==> config.mk <==
export PLATFORM = sky130hd
export DESIGN_NAME = shrot_unit
export DESIGN_NICKNAME = d
export VERILOG_FILES = /design/src/rtl/shrot_pkg.sv /design/src/rtl/shrot_step.sv /design/src/rtl/shrot_lane.sv /design/src/rtl/shrot_stage.sv /design/src/rtl/shrot_unit.sv
export SDC_FILE = /design/constraint.sdc
export NUM_CORES = 1
export LEC_CHECK = 0
export BUFFER_PORTS_ARGS = -buffer_cell sky130_fd_sc_hd__buf_2
export CORE_MARGIN = 5
export CORE_UTILIZATION = 40
export DETAILED_ROUTE_END_ITERATION = 7
export PLACE_DENSITY = 0.59
export RECOVER_POWER = 50
export SLEW_MARGIN = 15
export SYNTH_ARGS = -nofsm -noshare
export SYNTH_HDL_FRONTEND = slang
export SYNTH_SLANG_ARGS = --single-unit
==> constraint.sdc <==
create_clock -name clk -period 5.71 [get_ports clk]
set_input_delay 0.8565 -clock clk [delete_from_list [all_inputs] [get_ports clk]]
set_output_delay 0.8565 -clock clk [all_outputs]
set_load 0.005 [all_outputs]
==> src/rtl/shrot_pkg.sv <==
package shrot_pkg;
  typedef enum logic [2:0] {
    OP_ASL = 3'd0,
    OP_ASR = 3'd1,
    OP_LSL = 3'd2,
    OP_LSR = 3'd3,
    OP_ROL = 3'd4,
    OP_ROR = 3'd5,
    OP_RCL = 3'd6,
    OP_RCR = 3'd7
  } shrot_op_e;

  localparam int NUM_LANES = 3;
endpackage

==> src/rtl/shrot_step.sv <==
module shrot_step #(
  parameter int W = 8
) (
  input  logic [W-1:0] x,
  input  logic [2:0]   op,
  input  logic         cin,
  output logic [W-1:0] y,
  output logic         cout
);
  import shrot_pkg::*;

  always_comb begin
    y    = x;
    cout = 1'b0;
    unique case (shrot_op_e'(op))
      OP_ASL, OP_LSL: begin y = {x[W-2:0], 1'b0};   cout = x[W-1]; end
      OP_ASR:         begin y = {x[W-1], x[W-1:1]}; cout = x[0];   end
      OP_LSR:         begin y = {1'b0, x[W-1:1]};   cout = x[0];   end
      OP_ROL:         begin y = {x[W-2:0], x[W-1]}; cout = x[W-1]; end
      OP_ROR:         begin y = {x[0], x[W-1:1]};   cout = x[0];   end
      OP_RCL:         begin y = {x[W-2:0], cin};    cout = x[W-1]; end
      OP_RCR:         begin y = {cin, x[W-1:1]};    cout = x[0];   end
      default:        begin y = x;                  cout = 1'b0;   end
    endcase
  end
endmodule

==> src/rtl/shrot_lane.sv <==
module shrot_lane #(
  parameter int W = 8
) (
  input  logic [W-1:0] x,
  input  logic [2:0]   op,
  input  logic         amt,
  input  logic         cin,
  output logic [W-1:0] y,
  output logic         c,
  output logic         v
);
  import shrot_pkg::*;

  logic [W-1:0] y1, y2;
  logic         c1, c2;

  shrot_step #(.W(W)) u_first (.x(x),  .op(op), .cin(cin), .y(y1), .cout(c1));
  shrot_step #(.W(W)) u_second(.x(y1), .op(op), .cin(c1),  .y(y2), .cout(c2));

  always_comb begin
    y = amt ? y2 : y1;
    c = amt ? c2 : c1;
    v = (shrot_op_e'(op) == OP_ASL) &&
        ((y1[W-1] ^ x[W-1]) || (amt && (y2[W-1] ^ y1[W-1])));
  end

  always_comb begin

    if (shrot_op_e'(op) == OP_ROL || shrot_op_e'(op) == OP_ROR)
      rot_pop_chk: assert ($countones(y) == $countones(x));

    if (shrot_op_e'(op) == OP_RCL || shrot_op_e'(op) == OP_RCR)
      rotc_pop_chk: assert ($countones({c, y}) == $countones({cin, x}));
  end
endmodule

==> src/rtl/shrot_stage.sv <==
module shrot_stage #(
  parameter int PW = 36
) (
  input  logic          clk,
  input  logic          rst_n,
  input  logic          in_valid,
  output logic          in_ready,
  input  logic [PW-1:0] in_data,
  output logic          out_valid,
  input  logic          out_ready,
  output logic [PW-1:0] out_data
);
  logic          full_q;
  logic [PW-1:0] data_q;

  assign in_ready  = !full_q || out_ready;
  assign out_valid = full_q;
  assign out_data  = data_q;

  always_ff @(posedge clk) begin
    if (!rst_n) begin
      full_q <= 1'b0;
      data_q <= '0;
    end else if (in_ready) begin
      full_q <= in_valid;
      if (in_valid) data_q <= in_data;
    end
  end


  hold_on_stall_chk: assert property (@(posedge clk) disable iff (!rst_n)
    (full_q && !out_ready) |=> (full_q && $stable(data_q)));

  accept_shows_chk: assert property (@(posedge clk) disable iff (!rst_n)
    (in_valid && in_ready) |=> full_q);
endmodule

==> src/rtl/shrot_unit.sv <==
module shrot_unit #(
  parameter int DW = 32
) (
  input  logic          clk,
  input  logic          rst_n,
  input  logic          in_valid,
  output logic          in_ready,
  input  logic [DW-1:0] in_operand,
  input  logic [1:0]    in_size,
  input  logic [2:0]    in_op,
  input  logic          in_amt,
  input  logic          in_carry,
  output logic          out_valid,
  input  logic          out_ready,
  output logic [DW-1:0] out_result,
  output logic          out_n,
  output logic          out_z,
  output logic          out_v,
  output logic          out_c
);
  import shrot_pkg::*;

  localparam int PW = DW + 4;

  logic [DW-1:0] lane_res [NUM_LANES];
  logic          lane_n   [NUM_LANES];
  logic          lane_z   [NUM_LANES];
  logic          lane_v   [NUM_LANES];
  logic          lane_c   [NUM_LANES];

  for (genvar g = 0; g < NUM_LANES; g++) begin : g_lane
    localparam int LW = DW >> (NUM_LANES - 1 - g);
    localparam logic [DW-1:0] LMASK = {DW{1'b1}} >> (DW - LW);
    logic [LW-1:0] ly;
    logic          lc, lv;

    shrot_lane #(.W(LW)) u_lane (
      .x(in_operand[LW-1:0]), .op(in_op), .amt(in_amt), .cin(in_carry),
      .y(ly), .c(lc), .v(lv)
    );

    always_comb begin
      lane_res[g] = (in_operand & ~LMASK) | DW'(ly);
      lane_n[g]   = ly[LW-1];
      lane_z[g]   = ~|ly;
      lane_v[g]   = lv;
      lane_c[g]   = lc;
    end

    always_comb begin

      if (LW < DW)
        upper_pass_chk: assert ((lane_res[g] & ~LMASK) == (in_operand & ~LMASK));
    end
  end

  logic [1:0]    sel;
  logic [PW-1:0] next_pl, held_pl;

  always_comb begin
    sel     = (in_size == 2'd0) ? 2'd0 : (in_size == 2'd1) ? 2'd1 : 2'd2;
    next_pl = {lane_res[sel], lane_n[sel], lane_z[sel], lane_v[sel], lane_c[sel]};
  end

  always_comb begin

    if (shrot_op_e'(in_op) != OP_ASL)
      v_clear_chk: assert (!next_pl[1]);
  end

  shrot_stage #(.PW(PW)) u_stage (
    .clk(clk), .rst_n(rst_n),
    .in_valid(in_valid), .in_ready(in_ready), .in_data(next_pl),
    .out_valid(out_valid), .out_ready(out_ready), .out_data(held_pl)
  );

  assign {out_result, out_n, out_z, out_v, out_c} = held_pl;


  reset_empty_chk: assert property (@(posedge clk) !rst_n |=> !out_valid);
endmodule

==> After elaboration in Yosys (flattened, before gate mapping) <==
Cells that the tools add are included.
{ "word_totals": {"output_inout_bits": 38, "elab_cells": 78, "reg_bits": 37, "in_bits": 43} }
{ "classes": {"reduce_logical": 23, "n_eq_ne": 8, "bitwise": 9, "magnitude_cmp": 1, "n_mux": 35} }
{ "ops": {"columns": ["op", "count"], "rows": [
  ["$pmux W32 S7", 2],
  ["$pmux W16 S7", 2],
  ["$pmux W8 S7", 2],
  ["$mux W32", 3],
  ["$bmux W32 S2", 1],
  ["$or A32 B16 Y32", 1],
  ["$or A32 B8 Y32", 1],
  ["$reduce_or A32 Y1", 1],
  ["$mux W16", 1],
  ["$reduce_or A16 Y1", 1],
  ["$eq A3 B3 Y1 const B", 4],
  ["$pmux W1 S2", 6],
  ["$mux W1", 11],
  ["$bmux W1 S2", 4],
  ["$mux W8", 1],
  ["$reduce_or A4 Y1", 2],
  ["$reduce_or A8 Y1", 1],
  ["$eq A3 B2 Y1 const B", 2],
  ["$logic_and A1 B1 Y1", 6],
  ["$xor A1 B1 Y1", 6],
  ["$logic_not A1 Y1", 4],
  ["$logic_or A1 B1 Y1", 4],
  ["$mux W2", 2],
  ["$eq A3 B1 Y1 const B", 1],
  ["other kinds (7)", 7]
]} }

==> Longest topological paths before layout <==
{ "depth": {"ltp_word": 11, "depth_mapped": 10, "depth_no_buf": 6} }

==> By module <==
Synthesis repeated with hierarchy kept, for this count alone.
{ "unflattened": {"hier_cells": 522, "area_unflattened_um2": 5402.7} }
{ "modules_own_cells": {"columns": ["module", "cells_per_inst", "area_per_inst_um2", "seq_area_each_um2", "n_inst"], "rows": [
  ["shrot_stage", 161, 1517.7, 740.7, 1],
  ["shrot_step (g_lane[2].u_lane.u_first ...)", 44, 584.3, 0.0, 2],
  ["shrot_unit", 106, 718.2, 0.0, 1],
  ["shrot_lane (g_lane[2].u_lane)", 42, 595.6, 0.0, 1],
  ["shrot_step (g_lane[1].u_lane.u_first ...)", 26, 279.0, 0.0, 2],
  ["shrot_step (g_lane[0].u_lane.u_first ...)", 17, 187.7, 0.0, 2],
  ["shrot_lane (g_lane[1].u_lane)", 24, 300.3, 0.0, 1],
  ["shrot_lane (g_lane[0].u_lane)", 15, 168.9, 0.0, 1]
]} }

==> Worst setup path before layout <==
No wires, ideal clock.
{ "synth_timing": {"path_kind": "input to register", "from": "input in_operand[15]", "to": "register u_stage.data_q[1], in the netlist u_stage.out_data[1]", "n_path_buf": 1, "t_arrival_ns": 2.376, "setup_ns": 0.117, "t_required_ns": 5.593, "path_stages": 7, "setup_slack_ns": 3.217, "cell_sequence": "clkbuf_1 -> mux2i_1 -> o211ai_1 -> xnor2_1 -> nor2_1 -> or4_1 -> a32o_1"} }
{ "synth_via": {"elab_chain_len": 9, "word_cells_on_any_way": 11, "classes_between": "mux: 6; bitwise: 2; reduce/logical: 3"} }
{ "synth_rtl": {"columns": ["element", "line_no", "source"], "rows": [
  ["start, declared", "shrot_unit.sv:8", "input logic [DW-1:0] in_operand,"],
  ["$pmux W16 S7 / $pmux W1 S2 (equally long branches)", "shrot_step.sv:15", "unique case (shrot_op_e'(op))"],
  ["$pmux W16 S7", "shrot_step.sv:15", null],
  ["$xor A1 B1 Y1", "shrot_lane.sv:24", "((y1[W-1] ^ x[W-1]) || (amt && (y2[W-1] ^ y1[W-1])));"],
  ["$logic_and A1 B1 Y1", "shrot_lane.sv:24", null],
  ["$logic_or A1 B1 Y1 (*)", "shrot_lane.sv:24", null],
  ["$logic_and A1 B1 Y1 (*)", "shrot_lane.sv:23", "v = (shrot_op_e'(op) == OP_ASL) &&"],
  ["$bmux W1 S2 (*)", "shrot_unit.sv:62", "next_pl = {lane_res[sel], lane_n[sel], lane_z[sel], lane_v[sel], lane_c[sel]};"],
  ["$mux W1 (not written as such) (*) (2 in series)", "shrot_unit.sv:62", null],
  ["end signal, assigned", "shrot_stage.sv:26", "if (in_valid) data_q <= in_data;"],
  ["end, declared", "shrot_stage.sv:14", "logic [PW-1:0] data_q;"]
]} }
Every way passes the cells marked *; elsewhere a longest branch is shown, timed or not. The select of a mux whose other input is x is not followed.
A chain may end at the register's enable or synchronous reset.

==> Worst setup path in the final report <==
{ "layout_timing": {"from": "input in_amt", "to": "register u_stage.data_q[2], in the netlist u_stage.out_data[2]"} }
{ "layout_via": {"elab_chain_len": 6, "word_cells_on_any_way": 12, "classes_between": "mux: 6; reduce/logical: 6"} }
{ "layout_rtl": {"columns": ["element", "line_no", "source"], "rows": [
  ["start, declared", "shrot_unit.sv:11", "input logic in_amt,"],
  ["$mux W32 (tied with other cells)", "shrot_lane.sv:21", "y = amt ? y2 : y1;"],
  ["$reduce_or A32 Y1 (tied with other cells)", "shrot_unit.sv:45", "lane_z[g] = ~|ly;"],
  ["$logic_not A1 Y1", "shrot_unit.sv:45", null],
  ["$bmux W1 S2 (*)", "shrot_unit.sv:62", null],
  ["$mux W1 (not written as such) (*) (2 in series)", "shrot_unit.sv:62", null]
]} }
Marked as above.

==> results.ini <==
[pwr]
total_power_mw=0.700
swShare_pct=33.0
irDropWorstVdd_uv=79.6
p_clk_share_pct=24.1
p_leak_nw=1.52
cellPowerDensity_mw_per_mm2=187
seqPwrFrac_pct=41.0
p_int_mw=0.469
p_switching_mw=0.231
p_comb_share_pct=34.9

[sta]
worst_pin_slew_ns=1.35
period_share_pct=50.0
hold_violations=0
setup_viol=0
fin_skew_ns=0.00177
setup_ws_ns=2.85
slew_headroom_pct=9.81
setup_tns_ns=0
grt_setup_unrepaired=false
timing.fmax_mhz=350
final_period_minus_worst_setup_slack_ns=2.86
hold_ws_ns=0.450
finalMaxSlewViolations=0

[clock_network]
clock-root-buffer=clkbuf_8
cts-resized-gates=0
clk-insertion-delay-late_ns=0.28
clkSlewWorstSetupHoldPaths_ns=0.07
ctsHoldBuffers=0
cts_made_buffers=5
cts_tree=done
htree_levels=2
cts_sinks=37
cts.path.max_buffers=2
post_cts_buffers=0

[hold_path]
hold_start=u_stage.out_data[19]$_SDFFE_PN0P_
hold_path.class=flip-flop to flip-flop

[die]
start_util_pct=40.8
io_pins=81
dieArea_mm2=0.0102
die_w_um=101
row_count=33
die_h_um=101
coreArea_mm2=0.00813

[placement]
gp_congestion=0.908
dpl.hpwl_um=7270
pre_cts_ws_ns=2.55
port_buffers=80

[global_routing]
grt_max_degree=63
antenna_found_initial=0
grt_pass1_wl_um=15400
overflow=0
grt_pass1_vias=2855
grt_usage_pct=18.6

[layout]
antennaDiodeCount=0
drive_gt1_share_pct=22.4
synthToLayoutAreaGrowth_pct=12.8
layout.nets=480
multi_input_area_mm2=0.00235
fill_cells=814
seq_area_um2=741

[outcome]
status=finished, final reports clean

[setup_path]
end_kind=flip-flop
worstPathCellList=buf_2 -> buf_4 -> mux4_2 -> nor4_1 -> and3_1 -> a21o_1
critPathLaunchType=input port
r2r_start=u_stage.out_valid$_SDFFE_PN0N_
cp_data_arrival_time_ns=3.08
slowest_stage=buf_2
critPathTopFamily=buffers and inverters
required_ns=5.94
crit_path_start=in_amt
setup.worst_path.class=input port to flip-flop
path_buf_inv=2
reg2reg_slack_ns=3.70
worst_path_largest_cell_delay_ns=0.62
path_max_fanout=34

[yosys]
ys_top_cells_by_area=dfxtp_1, mux4_2, mux2i_1, nand2_1, nor2_1
netlist.area_leader.share_pct=22.3
synth_seq_cells=37
syn_avg_cell_area_um2=8.59
synthArstFlopShare_pct=0
synth_largest_area_cell=dfxtp_1
synth-seq-area-share_pct=22.3
synth_cell_types=58
synth-edff-count=0
synth_nets=429
synth_flop_cell=dfxtp_1
yosysWarnings=0
netlist_area_mm2=0.00332
synthesis.instances=386

[drt]
ant_nets=0
avgRoutedWirePerCell_um=17.7
viasPerCell=5.85
vias=3175
drtPass1Iterations=5
remaining_drc_errors=0
routed_wl_um=9620
drtIter0Drc=287

[run]
drv_cap=0

==> Yosys cell counts (4+ instances only) <==
| cell | n |
|---|---|
| a211oi_1 | 5 |
| a21boi_1 | 6 |
| nand4_1 | 4 |
| dfxtp_1 | 37 |
| mux2i_1 | 33 |
| and2_1 | 14 |
| buf_1 | 4 |
| nor3b_1 | 4 |
| o221ai_1 | 4 |
| inv_1 | 10 |
| mux4_2 | 25 |
| buf_2 | 11 |
| clkbuf_1 | 19 |
| nand2_1 | 39 |
| nor2b_1 | 11 |
| nor3_1 | 8 |
| nor2_1 | 31 |
| o21ai_1 | 17 |
| a31oi_1 | 4 |
| nand3_1 | 8 |
| nand2b_1 | 9 |
| o21ai_0 | 8 |
| a21oi_1 | 15 |
| nor4_1 | 7 |
==> cells in the final DEF (no fill, tap or decap), types with 10 or more instances in the layout <==
cell	synthesis	final
buf_2	11	61
nand2_1	39	39
dfxtp_1	37	37
mux2i_1	33	33
nor2_1	31	31
mux4_2	25	25
clkbuf_1	19	18
o21ai_1	17	17
a21oi_1	15	15
and2_1	14	14
nor2b_1	11	11
inv_1	10	10
==> worst paths after layout <==
| kind | cells after the start | to |
|---|---|---|
| worst min-delay path | 2 | u_stage.out_data[19]$_SDFFE_PN0P_ |
| worst min register to register | 2 | u_stage.out_data[19]$_SDFFE_PN0P_ |
| worst max-delay path | 6 | u_stage.out_data[2]$_SDFFE_PN0P_ |
| worst max register to register | 5 | u_stage.out_data[24]$_SDFFE_PN0P_ |
==> cell type report <==
class                   instances  share of cell area [%]
clock buffers                   6                    1.94
clock inverters                 2                   0.268
inverters                      10                    1.00
multi-input cells             300                    62.8
flip-flops and latches         37                    19.8
well taps                     105                    3.51
repair buffers                 83                    10.7
==> kinds of logic (layout without fill, tap and decap cells) <==
kind of cell | count (synthesis) | count (layout) | synth area share, %
AND/OR/NAND/NOR | 149 | 149 | 23.2
AO/OA/AOI/OAI | 86 | 86 | 17.1
multiplexers | 63 | 63 | 30.0
buffers and inverters | 49 | 101 | 6.87
flip-flops | 37 | 37 | 22.3
XOR/XNOR | 2 | 2 | 0.528
==> power groups by stage <==
| stage | clock network, mW | logic, mW | registers [mW] |
|---|---|---|---|
| after detailed placement | 0 | 0.245 | 0.293 |
| after global placement | 0 | 0.245 | 0.292 |
| after CTS | 0.175 | 0.246 | 0.287 |
| after global routing | 0.188 | 0.271 | 0.289 |
| after floorplan | 0 | 0.167 | 0.293 |
| final | 0.169 | 0.245 | 0.287 |
==> state kept, by name, indices dropped and copies added (netlist names) <==
name	cells
u_stage.out_data	36
u_stage.out_valid	1
==> tightest hold or removal path: stages, from the launching register on <==
cell and delay, ns:
dfxtp_1 0.31, nand2_1 0.05, a21boi_1 0.05
==> through the flow <==
step / std cells / util [%] / area (um^2)
CTS: 543 / 46.3 / 3760
floorplan: 386 / - / 3320
global placement: 535 / 45.2 / 3680
finish: 543 / 46.0 / 3740
detailed placement: 535 / 45.2 / 3680
global route: 543 / 46.0 / 3740
==> metal layers <==
metal	global-route usage (%)	part of all wire [%]
met1	29.1	46
met2	25.9	43
met3	4.01	9.7
met4	4.40	1.4
met5	0	0
(Power assumes the default switching activity.)
